===== config.mk =====
export PLATFORM = sky130hd
export DESIGN_NAME = walsh_wave_core
export DESIGN_NICKNAME = d
export VERILOG_FILES = /design/src/rtl/walsh_wave_pkg.sv /design/src/rtl/walsh_wave_seq.sv /design/src/rtl/walsh_wave_negsel.sv /design/src/rtl/walsh_wave_lane.sv /design/src/rtl/walsh_wave_core.sv
export SDC_FILE = /design/constraint.sdc
export NUM_CORES = 1
export LEC_CHECK = 0
export ABC_AREA = 0
export ABC_CLOCK_PERIOD_IN_PS = 10500
export BUFFER_PORTS_ARGS = -buffer_cell sky130_fd_sc_hd__buf_2
export CAP_MARGIN = 15
export CORE_UTILIZATION = 35
export DETAILED_ROUTE_END_ITERATION = 7
export PLACE_DENSITY = 0.56
export SLEW_MARGIN = 10
export SYNTH_ARGS = -nofsm -noshare
export SYNTH_HDL_FRONTEND = slang
export SYNTH_HIERARCHICAL = 1
export SYNTH_SLANG_ARGS = --single-unit

===== constraint.sdc =====
create_clock -name clk -period 10.5 [get_ports clk]
set_input_delay 1.575 -clock clk [delete_from_list [all_inputs] [get_ports clk]]
set_output_delay 1.575 -clock clk [all_outputs]
set_load 0.03 [all_outputs]

===== src/rtl/walsh_wave_pkg.sv =====
package walsh_wave_pkg;
  // Walsh sign in natural (Hadamard) order: 1 means negate.
  function automatic logic walsh_bit(input logic [15:0] n, input logic [15:0] k);
    return ^(n & k);
  endfunction
endpackage


===== src/rtl/walsh_wave_seq.sv =====
module walsh_wave_seq #(
  parameter int LOGN = 3
) (
  input  logic            clk,
  input  logic            rst,
  input  logic            adv,
  output logic [LOGN-1:0] idx
);
  always_ff @(posedge clk) begin
    if (rst)      idx <= '0;
    else if (adv) idx <= idx + LOGN'(1);
  end
endmodule


===== src/rtl/walsh_wave_negsel.sv =====
module walsh_wave_negsel #(
  parameter int W = 8
) (
  input  logic signed [W-1:0] a,
  input  logic                neg,
  output logic signed [W-1:0] y
);
  logic signed [W-1:0] inv;
  logic signed [W-1:0] twos;
  assign inv  = ~a;
  assign twos = inv + W'(1);
  assign y    = neg ? twos : a;
endmodule


===== src/rtl/walsh_wave_lane.sv =====
module walsh_wave_lane
  import walsh_wave_pkg::*;
#(
  parameter int WI   = 8,
  parameter int LOGN = 3,
  parameter int IDX  = 0,
  localparam int WO  = WI + LOGN
) (
  input  logic                 clk,
  input  logic                 rst,
  input  logic                 take,
  input  logic signed [WI-1:0] x,
  input  logic [LOGN-1:0]      enter_idx,
  input  logic [LOGN-1:0]      play_idx,
  output logic signed [WO-1:0] g
);
  logic signed [WO-1:0] x_ext, f_d, f_q, acc, g_d;
  logic                 f_vld;
  logic                 s_in, s_out;

  assign x_ext = {{LOGN{x[WI-1]}}, x};
  assign s_in  = walsh_bit(16'(IDX), 16'(enter_idx));
  assign s_out = walsh_bit(16'(IDX), 16'(play_idx));

  walsh_wave_negsel #(.W(WO)) u_sel_in  (.a(x_ext), .neg(s_in),  .y(f_d));
  walsh_wave_negsel #(.W(WO)) u_sel_out (.a(acc),   .neg(s_out), .y(g_d));

  always_ff @(posedge clk) begin
    if (rst) begin
      f_q   <= '0;
      f_vld <= 1'b0;
      acc   <= '0;
      g     <= '0;
    end else begin
      f_vld <= take;
      if (take)  f_q <= f_d;
      if (f_vld) acc <= acc + f_q;
      g <= g_d;
    end
  end
endmodule


===== src/rtl/walsh_wave_core.sv =====
module walsh_wave_core #(
  parameter int WI   = 8,
  parameter int N    = 8,
  localparam int LOGN = $clog2(N),
  localparam int WO   = WI + LOGN
) (
  input  logic          clk,
  input  logic          rst,
  input  logic          s_valid,
  output logic          s_ready,
  input  logic [WI-1:0] s_data,
  input  logic          pass,
  output logic          o_valid,
  output logic [WI-1:0] o_data
);
  logic                 take;
  logic [LOGN-1:0]      enter_idx, play_idx;
  logic signed [WO-1:0] g    [N];
  logic signed [WO-1:0] part [N];
  logic signed [WI-1:0] h_q;
  logic [1:0]           fill_q;

  assign take = s_valid & s_ready;

  walsh_wave_seq #(.LOGN(LOGN)) u_enter_seq (.clk(clk), .rst(rst), .adv(take), .idx(enter_idx));
  walsh_wave_seq #(.LOGN(LOGN)) u_play_seq  (.clk(clk), .rst(rst), .adv(1'b1), .idx(play_idx));

  for (genvar n = 0; n < N; n++) begin : g_lane
    walsh_wave_lane #(.WI(WI), .LOGN(LOGN), .IDX(n)) u_lane (
      .clk(clk), .rst(rst), .take(take), .x(s_data),
      .enter_idx(enter_idx), .play_idx(play_idx), .g(g[n])
    );
  end

  // serial reconstruction chain, width WO, wraps modulo 2^WO
  assign part[0] = g[0];
  for (genvar n = 1; n < N; n++) begin : g_chain
    assign part[n] = part[n-1] + g[n];
  end

  always_ff @(posedge clk) begin
    if (rst) begin
      s_ready <= 1'b0;
      h_q     <= '0;
      fill_q  <= '0;
    end else begin
      s_ready <= 1'b1;
      h_q     <= part[N-1][WO-1:LOGN];
      fill_q  <= {fill_q[0], 1'b1};
    end
  end

  assign o_valid = pass & fill_q[1];
  assign o_data  = pass ? h_q : '0;
endmodule


; ---- Word-level counts from Yosys, hierarchy flattened
; Index checks and enable logic that the tools add are counted.
[op_classes]
bitwise = 10
mux = 17
addsub = 25
multipliers = 0
n_lt_le_gt_ge = 0
n_eq_ne = 0
shifts = 0
div = 0
n_reduce_logical = 14
[ops]
columns = cell, count
row1 = $reduce_xor A16 Y1, 14
row2 = $add A11 B11 Y11, 14
row3 = $mux W11, 14
row4 = $add A11 B2 Y11 const B, 8
row5 = $not A11 Y11, 7
row6 = $add A11 B8 Y11, 1
row7 = $not A8 Y11, 1
row8 = $mux W8, 1
row9 = $add A3 B1 Y3 const B, 2
row10 = $and A1 B1 Y1, 2
row11 = $mux W1, 2
[totals]
n_memories = 0
out_inout_bits = 10
word_cells = 97
ff_bits = 279
ram_bits = 0
latch_bits = 0
mem_bits_ro = 0
in_bits = 12

; ---- Longest topological paths before layout
; Gate-level depths: netlist (run 1).
[logic_depth]
depth_word = 7
ltp_mapped = 16

; ---- Cells and area by module
; The synthesis (run 1) kept the hierarchy.
[by_module_without_submodules]
columns = mod, cells_each, n_inst, area_each_um2, seq_area_each_um2
row1 = walsh_wave_lane at g_lane[3].u_lane ..., 169, 3, 1604.0, 680.7
row2 = walsh_wave_lane at g_lane[1].u_lane ..., 167, 3, 1586.5, 680.7
row3 = walsh_wave_negsel, 33, 16, 221.5, 0.0
row4 = walsh_wave_core, 270, 1, 2389.8, 200.2
row5 = walsh_wave_lane at g_lane[7].u_lane, 171, 1, 1621.6, 680.7
row6 = walsh_wave_lane at g_lane[0].u_lane, 168, 1, 1590.3, 680.7
row7 = walsh_wave_seq, 11, 2, 121.4, 60.1

; ---- Worst setup path after synthesis (run 1)
; Ideal clock, no wire load.
[synth_timing]
path_kind = register -> register
from = reg g_lane[7].u_lane.g[3]
to = reg h_q[5]
path_buffers = 0
stages_incl_launch_ff = 15
setup_slack_ns = 6.366
period_less_slack_ns = 4.134
t_arrival_ns = 4.014
setup_ns = 0.121
path_cell_list = dfxtp_1 inv_1 fa_1 inv_1 fa_1 fa_1 inv_1 fa_1 inv_1 fa_1 a21o_2 a21oi_1 o21bai_1 a21oi_1 mux2_2
[synth_between]
elab_chain_len = 1
[synth_rtl]
columns = element, line_no
row1 = start: declaration, walsh_wave_lane.sv:15  ; output logic signed [WO-1:0] g
row2 = start signal: assignment, walsh_wave_lane.sv:38  ; g <= g_d;
row3 = $add A11 B11 Y11, walsh_wave_core.sv:38  ; assign part[n] = part[n-1] + g[n];
row4 = end signal: assignment, walsh_wave_core.sv:48  ; h_q <= part[N-1][WO-1:LOGN];
row5 = end: declaration, walsh_wave_core.sv:20  ; logic signed [WI-1:0] h_q;
; Every way passes these cells.
; A chain may end at the register's enable or synchronous reset.

; ---- Final worst setup path (run 1)
; Ends and elaborated chain as after synthesis.

==> impl_metrics.toml, run 1 <==
[run_status]
outcome = "finished clean"

[timing]
fin_crit_sh_pct = 40.85
slew_headroom_pct = 29.62
whs_ns = 0.4867
fin_skew_ns = 0.01562
setup_viol = 0
worst_pin_slew_ns = 1.056
slew_violations = 0
fmax_mhz = 233.1
finalHoldViolCount = 0
setup-tns-final_ns = 0
fin_crit_ns = 4.289
rsz0062_at_grt = "no"

[synth]
ys_top_cells_by_count = "dfxtp_1, inv_1, nor2_1"
async_flop_share_pct = 0
synth_top_area_share_pct = 30.41
synthSimpleGateAreaFrac_pct = 18.82
synth_edf_count = 0
yosys.area.top_type = "dfxtp_1"
yosysWarningCount = 6
yosys-mux-area-fraction_pct = 6.883
synth_compound_area_share_pct = 15.13
synth_flop_cell = "dfxtp_1"
seq_area_frac_synth_pct = 30.41
avgSynthCellArea_um2 = 8.749
post_synth_xor_area_fraction_pct = 8.315
synth_top_family_by_area = "simple AND/OR/NAND/NOR gates"
synthDistinctLibCells = 51
yosysMostFrequentCell = "dfxtp_1"
synth_cells = 2167
synth_area_mm2 = 0.01896
synthAdderAreaFrac_pct = 13.89
ys_seq_elements = 288
synthTopCellsByArea = "dfxtp_1, ha_1, fa_1"

[global_routing]
gr-total-overflow = 0
track_usage_pct = 16.63
first_global_vias = 14210
grt_max_degree = 175
grt_pass1_wl_um = 75020
antenna_found_initial = 1

[finish]
area_growth_pct = 10.00
diodes = 0
fin_util_pct = 39.30
drive_above_1_share_pct = 7.960
nets = 2351

[clock_network]
numClockSinks = 288
cts-resized-gates = 0
h-tree-depth = 2
cts_buffer_depth = 3
clk_pin_slew_worst_paths_ns = 0.06
worstSkewPairLatency_ns = 0.55
cts_buffers = 36
cts_setup_buffers = 0
root_buffer = "clkbuf_16"
cts_tree = "built"
ctsHoldBuffers = 0

[critical_path]
cp-start-kind = "flip-flop"
crit_path_max_fanout = 3
worstPathRequired_ns = 10.93
criticalPathCategory = "reg -> reg"
cp.arrival_ns = 4.72
end_kind = "flip-flop"

[floorplan]
initial_core_util_pct = 35.72
num_io_pins = 22
die_w_um = 234.7
die_area_mm2 = 0.05511
die_h_um = 234.7
coreArea_mm2 = 0.05308
num_rows = 84

[route]
drt_pass1_iterations = 5
routed_wl_um = 46280
vias_per_cell = 5.131
drc_errors = 0
wl_per_cell_um = 16.10
vias = 14750
drt-initial-drc-count = 658
antenna_left = 0

[pwr]
p_leak_nw = 9.047
power_density_mw_per_mm2 = 137.2
ir_worst_vdd_mv = 0.08897

[min_path]
hold_path.class = "reg -> reg"

[placed_design]
gp_congestion = 0.8105
hpwlAfterDp_um = 32420
portBuffers = 21

[run]
drv_cap = 0
-- layout by cell type (no fill, tap or decap), drive strengths merged, types with 24 or more instances in the layout --
master    n
a21oi   151
fa       64
clkbuf   43
o31ai    24
nor2    218
a21o     35
nor3     49
mux2i   106
dfxtp   288
inv     225
xnor2    60
ha      108
o21ai    51
nand4    32
nand2    88
a31oi    66
xor2    120
nand3    25
o21a     34
nor2b   125
nor4     40
buf      31
-- layer usage --
| metal | GRT usage (%) | up-vias | part of all wire (%) |
|---|---|---|---|
| li1 | - | 7426 | - |
| met4 | 5.303 | 0 | 2.2 |
| met3 | 2.197 | 56 | 3.3 |
| met2 | 26.80 | 221 | 45 |
| met5 | 0 | - | 0 |
| met1 | 22.93 | 7044 | 50 |
-- cells by family after synthesis --
kind of cell / after synthesis
xor+xnor: 180
flops: 288
fa+ha+maj: 172
buf+inv: 305
other cells: 2
mux: 125
compound gates: 431
simple gates: 664
-- area by class of cell --
cell class	count	area (um^2)
fillers	5287	32220
multi-input cells	1586	12010
flip-flops and latches	288	5766
clock buffers	43	967.2
well taps	688	860.8
inverters	224	840.8
clock inverters	14	210.2
repair buffers	31	205.2
-- final timing paths --
check | from | endpoint | slack, ns | depth (start not counted)
min reg2reg | fill_q[0] | fill_q[1] | 0.49 | 1
max reg2reg | g_lane[7].u_lane/g[3] | h_q[5] | 6.21 | 14
max | g_lane[7].u_lane/g[3] | h_q[5] | 6.21 | 14
min | fill_q[0] | fill_q[1] | 0.49 | 1
-- worst max-delay path, stage by stage, from the launching register on --
cell,delay (ns)
dfxtp_1,0.30
inv_1,0.05
fa_1,0.53
inv_1,0.05
fa_1,0.51
fa_1,0.54
inv_1,0.05
fa_1,0.53
inv_1,0.07
fa_1,0.45
a21o_2,0.22
a21oi_1,0.26
o21bai_1,0.10
a21oi_1,0.16
mux2_2,0.34
-- metrics by stage --
stage          std cells  power (mW)  instance area, um^2  setup WS [ns]
3_5_place_dp        2817       1.621                19680          6.197
4_1_cts             2874       2.902                20860          6.172
3_3_place_gp        2817       1.612                19680          6.215
2_1_floorplan       2179       1.503                19000          6.366
5_1_grt             2874       2.997                20860          5.938
6_report            2874       2.862                20860          6.211
-- power breakdown --
| group | internal (mW) | leakage, nW | switching [mW] |
|---|---|---|---|
| Sequential | 1.14 | 2.34 | 0.0477 |
| Combinational | 0.162 | 6.12 | 0.247 |
| Clock | 0.775 | 0.585 | 0.489 |
| Total | 2.08 | 9.05 | 0.784 |
-- registers in the layout, indices dropped and copies added, names as in the netlist --
signal	flops
g_lane.u_lane/acc	88
g_lane.u_lane/f_q	88
g_lane.u_lane/g	88
g_lane.u_lane/f_vld	8
h_q	8
u_enter_seq/idx	3
u_play_seq/idx	3
fill_q	2
Note: power is estimated with default switching activity, not from simulation.
==> inputs of run 2 (changes only) <==
ABC_CLOCK_PERIOD_IN_PS = 4000   (was 10500)
clock period = 4 ns   (was 10.5 ns; I/O delays follow)
==> run 2 against run 1 <==
  * Design area grew 1.3%
  * Combinational power grew to 2.8 times the previous value
  * Clock power grew to 2.6 times the previous value
  * Critical path type unchanged
==> impl_metrics.toml, run 2 (synthesis results as in run 1) <==
[pwr]
power_density_mw_per_mm2 = 356.5
p_leak_nw = 9.145
ir_worst_vdd_mv = 0.3368

[critical_path]
cp-start-kind = "flip-flop"
worst_r2r_endpoint = "h_q[6]"
reg2reg_slack_ns = 0.02
cp_slowest_cell = "fa_1"
path_cells = "inv_2 -> fa_1 -> inv_2 -> fa_1 -> fa_1 -> inv_2 -> fa_1 -> inv_2 -> ha_4 -> a21oi_2 -> o21ai_2 -> a2111o_1 -> a31oi_1 -> mux2_1"
critPathLaunch = "g_lane[4].u_lane/g[4]"
cp.arrival_ns = 4.40
critical_path.max_stage_delay_ns = 0.54
critical-path-top-delay-family = "adder cells"
r2r.worst_path.cells = 14
cp_num_buf_inv = 4
criticalPathCategory = "reg -> reg"
crit_path_max_fanout = 3
reg2reg_from = "g_lane[4].u_lane/g[4]"
worstPathRequired_ns = 4.43
end_kind = "flip-flop"

[run]
drv_cap = 0

[clock_network]
cts_tree = "built"
ctsHoldBuffers = 0
numClockSinks = 288
h-tree-depth = 2
clk_pin_slew_worst_paths_ns = 0.06
root_buffer = "clkbuf_16"
cts_buffer_depth = 3
cts_buffers = 35
worstSkewPairLatency_ns = 0.55

[floorplan]
die_w_um = 234.7
num_rows = 84
die_h_um = 234.7
die_area_mm2 = 0.05511
num_io_pins = 22
initial_core_util_pct = 35.72
coreArea_mm2 = 0.05308

[min_path]
hold_path.class = "reg -> reg"
min_to = "fill_q[1]"
min_from = "fill_q[0]"
holdPathStages = 1

[global_routing]
track_usage_pct = 16.78
gr-total-overflow = 0
grt_max_degree = 101
antenna_found_initial = 0
grt_busiest_layer = "met2"
grt_pass1_wl_um = 75530
grt_use_met1_pct = 22.72
first_global_vias = 14360
grt_use_met3_pct = 2.737
grtUsageMet2_pct = 27.19

[finish]
mostFrequentLayoutCell = "dfxtp_1"
drive_above_1_share_pct = 10.12
final_cell_mix = "dfxtp_1, nor2_1, inv_1"
area_growth_pct = 11.40
top_regs = "g_lane.u_lane/acc: 88 flops, g_lane.u_lane/f_q: 88 flops, g_lane.u_lane/g: 88 flops"
diodes = 0
instances_no_fill = 2901
fin_util_pct = 39.79
nets = 2370

[route]
vias = 14820
drt-initial-drc-count = 793
wl_per_cell_um = 16.23
routed_wl_um = 47080
vias_per_cell = 5.110
antenna_left = 0
drc_errors = 0
drt_pass1_iterations = 5

[timing]
fmax_mhz = 251.6
worst_pin_slew_ns = 1.027
slew_headroom_pct = 31.52
fin_skew_ns = 0.02551
finalHoldViolCount = 0
whs_ns = 0.4842
setup_ws_ns = 0.02494
setup_viol = 0
fin_crit_sh_pct = 99.38
fin_crit_ns = 3.975
rsz0062_at_grt = "yes"
slew_violations = 0

[placed_design]
portBuffers = 21
place_ws_ns = -0.09606
gp_congestion = 0.8410
place_inst = 2833
hpwlAfterDp_um = 33350

[run_status]
outcome = "finished clean"
## run 2: changes by cell type in the layout (fill, tap and decap cells not counted), sizes merged
cell,delta
clkinv,+5
inv,+1
bufinv,-3
buf,+20
clkbuf,+4
## run 2: per-stage QoR
step                      cell area (um^2)  TNS, ns  power (mW)
final                                21120        0       7.529
after global routing                 21120  -0.3067       7.881
after CTS                            21040        0       7.603
after detailed placement             19830  -0.1708       4.284
after global placement               19830  -0.1441       4.262
after floorplan                      19020        0       3.950
## run 2: area by class of cell
class / instances / area, um^2
Clock buffer: 47 / 1022
Clock inverter: 17 / 153.9
Fill cell: 5241 / 31960
Inverter: 224 / 840.8
Multi-Input combinational cell: 1586 / 12100
Sequential cell: 288 / 5771
Tap cell: 688 / 860.8
Timing Repair Buffer: 51 / 371.6
## run 2: worst max path at each step
stage | end | slack, ns | cells after the start
after CTS | h_q[5] | 0.003 | 14
after global placement | h_q[6] | -0.09 | 14
final | h_q[6] | 0.02 | 14
after floorplan | h_q[6] | 0.008 | 14
after global routing | h_q[5] | -0.11 | 14
after detailed placement | h_q[6] | -0.1 | 14
## run 2: where the power goes
group          switching, mW  internal [mW]  leakage, nW
registers              0.120           2.99         2.34
clock network           1.34           1.93        0.596
logic                  0.677          0.467         6.21
## run 2: metal layers
metal / wire (um) / vias up
li1: - / 7471
met1: 23120 / 7053
met2: 21060 / 219
met3: 1668 / 80
met4: 1241 / 0
met5: 0 / -
## run 2: repair_timing
| action | in CTS | in global routing |
|---|---|---|
| buffers inserted | 2 | 2 |
| setup endpoints to repair | 3 | 3 |
| pin swaps | 15 | 12 |
| resized for setup | 5 | 20 |
| gates cloned | 0 | 0 |
==> inputs of run 3 (changes only) <==
ABC_CLOCK_PERIOD_IN_PS = 5100   (was 4000)
BUFFER_PORTS_ARGS = -buffer_cell sky130_fd_sc_hd__buf_4   (was -buffer_cell sky130_fd_sc_hd__buf_2)
clock period = 5.1 ns   (was 4 ns; I/O delays follow)
==> run 3 against run 2 <==
  * Worst hold slack better by 0.012 ns
  * Sequential power fell by 22%
  * Die area unchanged
  * Critical endpoint is now h_q[5]
  * Largest power group unchanged
  * Highest routed layer unchanged
==> impl_metrics.toml, run 3 (synthesis results as in run 1) <==
[run_status]
outcome = "finished clean"

[critical_path]
cp-start-kind = "flip-flop"
criticalPathCategory = "reg -> reg"
end_kind = "flip-flop"
crit_path_max_fanout = 3
path_cells = "inv_1 -> fa_1 -> inv_1 -> fa_1 -> fa_1 -> inv_1 -> fa_1 -> inv_1 -> fa_1 -> a21o_2 -> a21oi_1 -> o21bai_1 -> a21oi_1 -> mux2_2"
critical_path.max_stage_delay_ns = 0.54
cp.arrival_ns = 4.71
cp_common_cell = "fa_1"
worstPathRequired_ns = 5.53
cp_slowest_cell = "fa_1"

[timing]
fin_skew_ns = 0.03856
fin_crit_ns = 4.287
fmax_mhz = 233.3
slew_headroom_pct = 36.39
setup-tns-final_ns = 0
fin_crit_sh_pct = 84.06
worst_pin_slew_ns = 0.9541
finalHoldViolCount = 0
setup_viol = 0
rsz0062_at_grt = "no"
slew_violations = 0

[pwr]
p_sw_share_pct = 28.00
clkPwrFrac_pct = 44.1
power_density_mw_per_mm2 = 281.6
p_comb_share_pct = 14.5
p_sw_mw = 1.651
seq_power_share_pct = 41.4
intPower_mw = 4.246
ir_worst_vdd_mv = 0.2378
p_leak_nw = 9.074

[floorplan]
initial_core_util_pct = 35.72
coreArea_mm2 = 0.05308
die_h_um = 234.7
die_area_mm2 = 0.05511
die_w_um = 234.7
num_io_pins = 22
num_rows = 84

[finish]
drive_above_1_share_pct = 8.170
top_regs = "g_lane.u_lane/acc: 88 flops, g_lane.u_lane/f_q: 88 flops, g_lane.u_lane/g: 88 flops"
fillers = 5291
mostFrequentLayoutCell = "dfxtp_1"
final_cell_mix = "dfxtp_1, inv_1, nor2_1"
nets = 2350
instances_no_fill = 2879
area_growth_pct = 10.47
fin_util_pct = 39.46
diodes = 0

[clock_network]
cts_buffer_depth = 3
ctsHoldBuffers = 0
h-tree-depth = 2
numClockSinks = 288
worstSkewPairLatency_ns = 0.57
cts_buffers = 35
cts_setup_buffers = 0
root_buffer = "clkbuf_16"
cts-resized-gates = 0
clk_pin_slew_worst_paths_ns = 0.06
cts_tree = "built"

[placed_design]
place_inst = 2817
portBuffers = 21
gp_congestion = 0.8191
hpwlAfterDp_um = 32520

[global_routing]
grt_pass1_wl_um = 75120
grt_max_degree = 127
antenna_found_initial = 1
first_global_vias = 14170
track_usage_pct = 16.65
gr-total-overflow = 0

[run]
drv_cap = 0

[route]
drt_pass1_iterations = 5
vias_per_cell = 5.076
drc_errors = 0
vias = 14610
routed_wl_um = 45900
antenna_left = 0
drt-initial-drc-count = 735
wl_per_cell_um = 15.94

[min_path]
hold_path.class = "reg -> reg"
-- run 3: per-layer routing --
| metal | part of all wire [%] | GRT usage, % | up-vias |
|---|---|---|---|
| li1 | - | - | 7418 |
| met1 | 50 | 23.36 | 6928 |
| met5 | 0 | 0 | - |
| met4 | 2.5 | 5.502 | 0 |
| met2 | 44 | 26.29 | 206 |
| met3 | 3.2 | 2.185 | 61 |
-- run 3: final timing paths --
kind,startpoint,endpoint,slack (ns),cells after the start
setup / recovery,g_lane[7].u_lane/g[3],h_q[5],0.81,14
hold reg to reg,fill_q[0],fill_q[1],0.50,1
hold / removal,fill_q[0],fill_q[1],0.50,1
setup reg to reg,g_lane[7].u_lane/g[3],h_q[5],0.81,14
-- run 3: cell type report --
type	instances	area, um^2	share of cell area (%)
clock inverter	15	193.9	0.9260
sequential	288	5766	27.53
multi-input combinational	1586	12010	57.33
inverter	224	840.8	4.015
tap	688	860.8	4.110
timing repair buffer	31	265.3	1.267
clock buffer	47	1011	4.827
-- run 3: critical path: cells and delay by family (launching register included) --
kind / cells / cell delay, ns
adders and majority gates: 5 / 2.55
AOI/OAI and AO/OA: 4 / 0.73
muxes: 1 / 0.35
DFF: 1 / 0.30
buffers and inverters: 4 / 0.22
-- run 3: power groups by stage --
| stage | clock network, mW | logic (mW) | registers (mW) |
|---|---|---|---|
| final | 2.60 | 0.853 | 2.44 |
| after global routing | 2.77 | 0.961 | 2.45 |
| after CTS | 2.69 | 0.859 | 2.44 |
| after detailed placement | 0 | 0.852 | 2.49 |
| after global placement | 0 | 0.838 | 2.49 |
| after floorplan | 0 | 0.646 | 2.45 |
-- run 3: through the flow --
stage / total power, mW / hold slack [ns] / instance area, um^2 / worst slack [ns]
3_5_place_dp: 3.344 / 0.4897 / 19740 / 0.7981
2_1_floorplan: 3.094 / 0.4672 / 19000 / 0.9657
6_report: 5.897 / 0.4963 / 20940 / 0.8131
5_1_grt: 6.185 / 0.5132 / 20940 / 0.5918
4_1_cts: 5.990 / 0.4976 / 20940 / 0.7845
3_3_place_gp: 3.328 / 0.4682 / 19740 / 0.8105
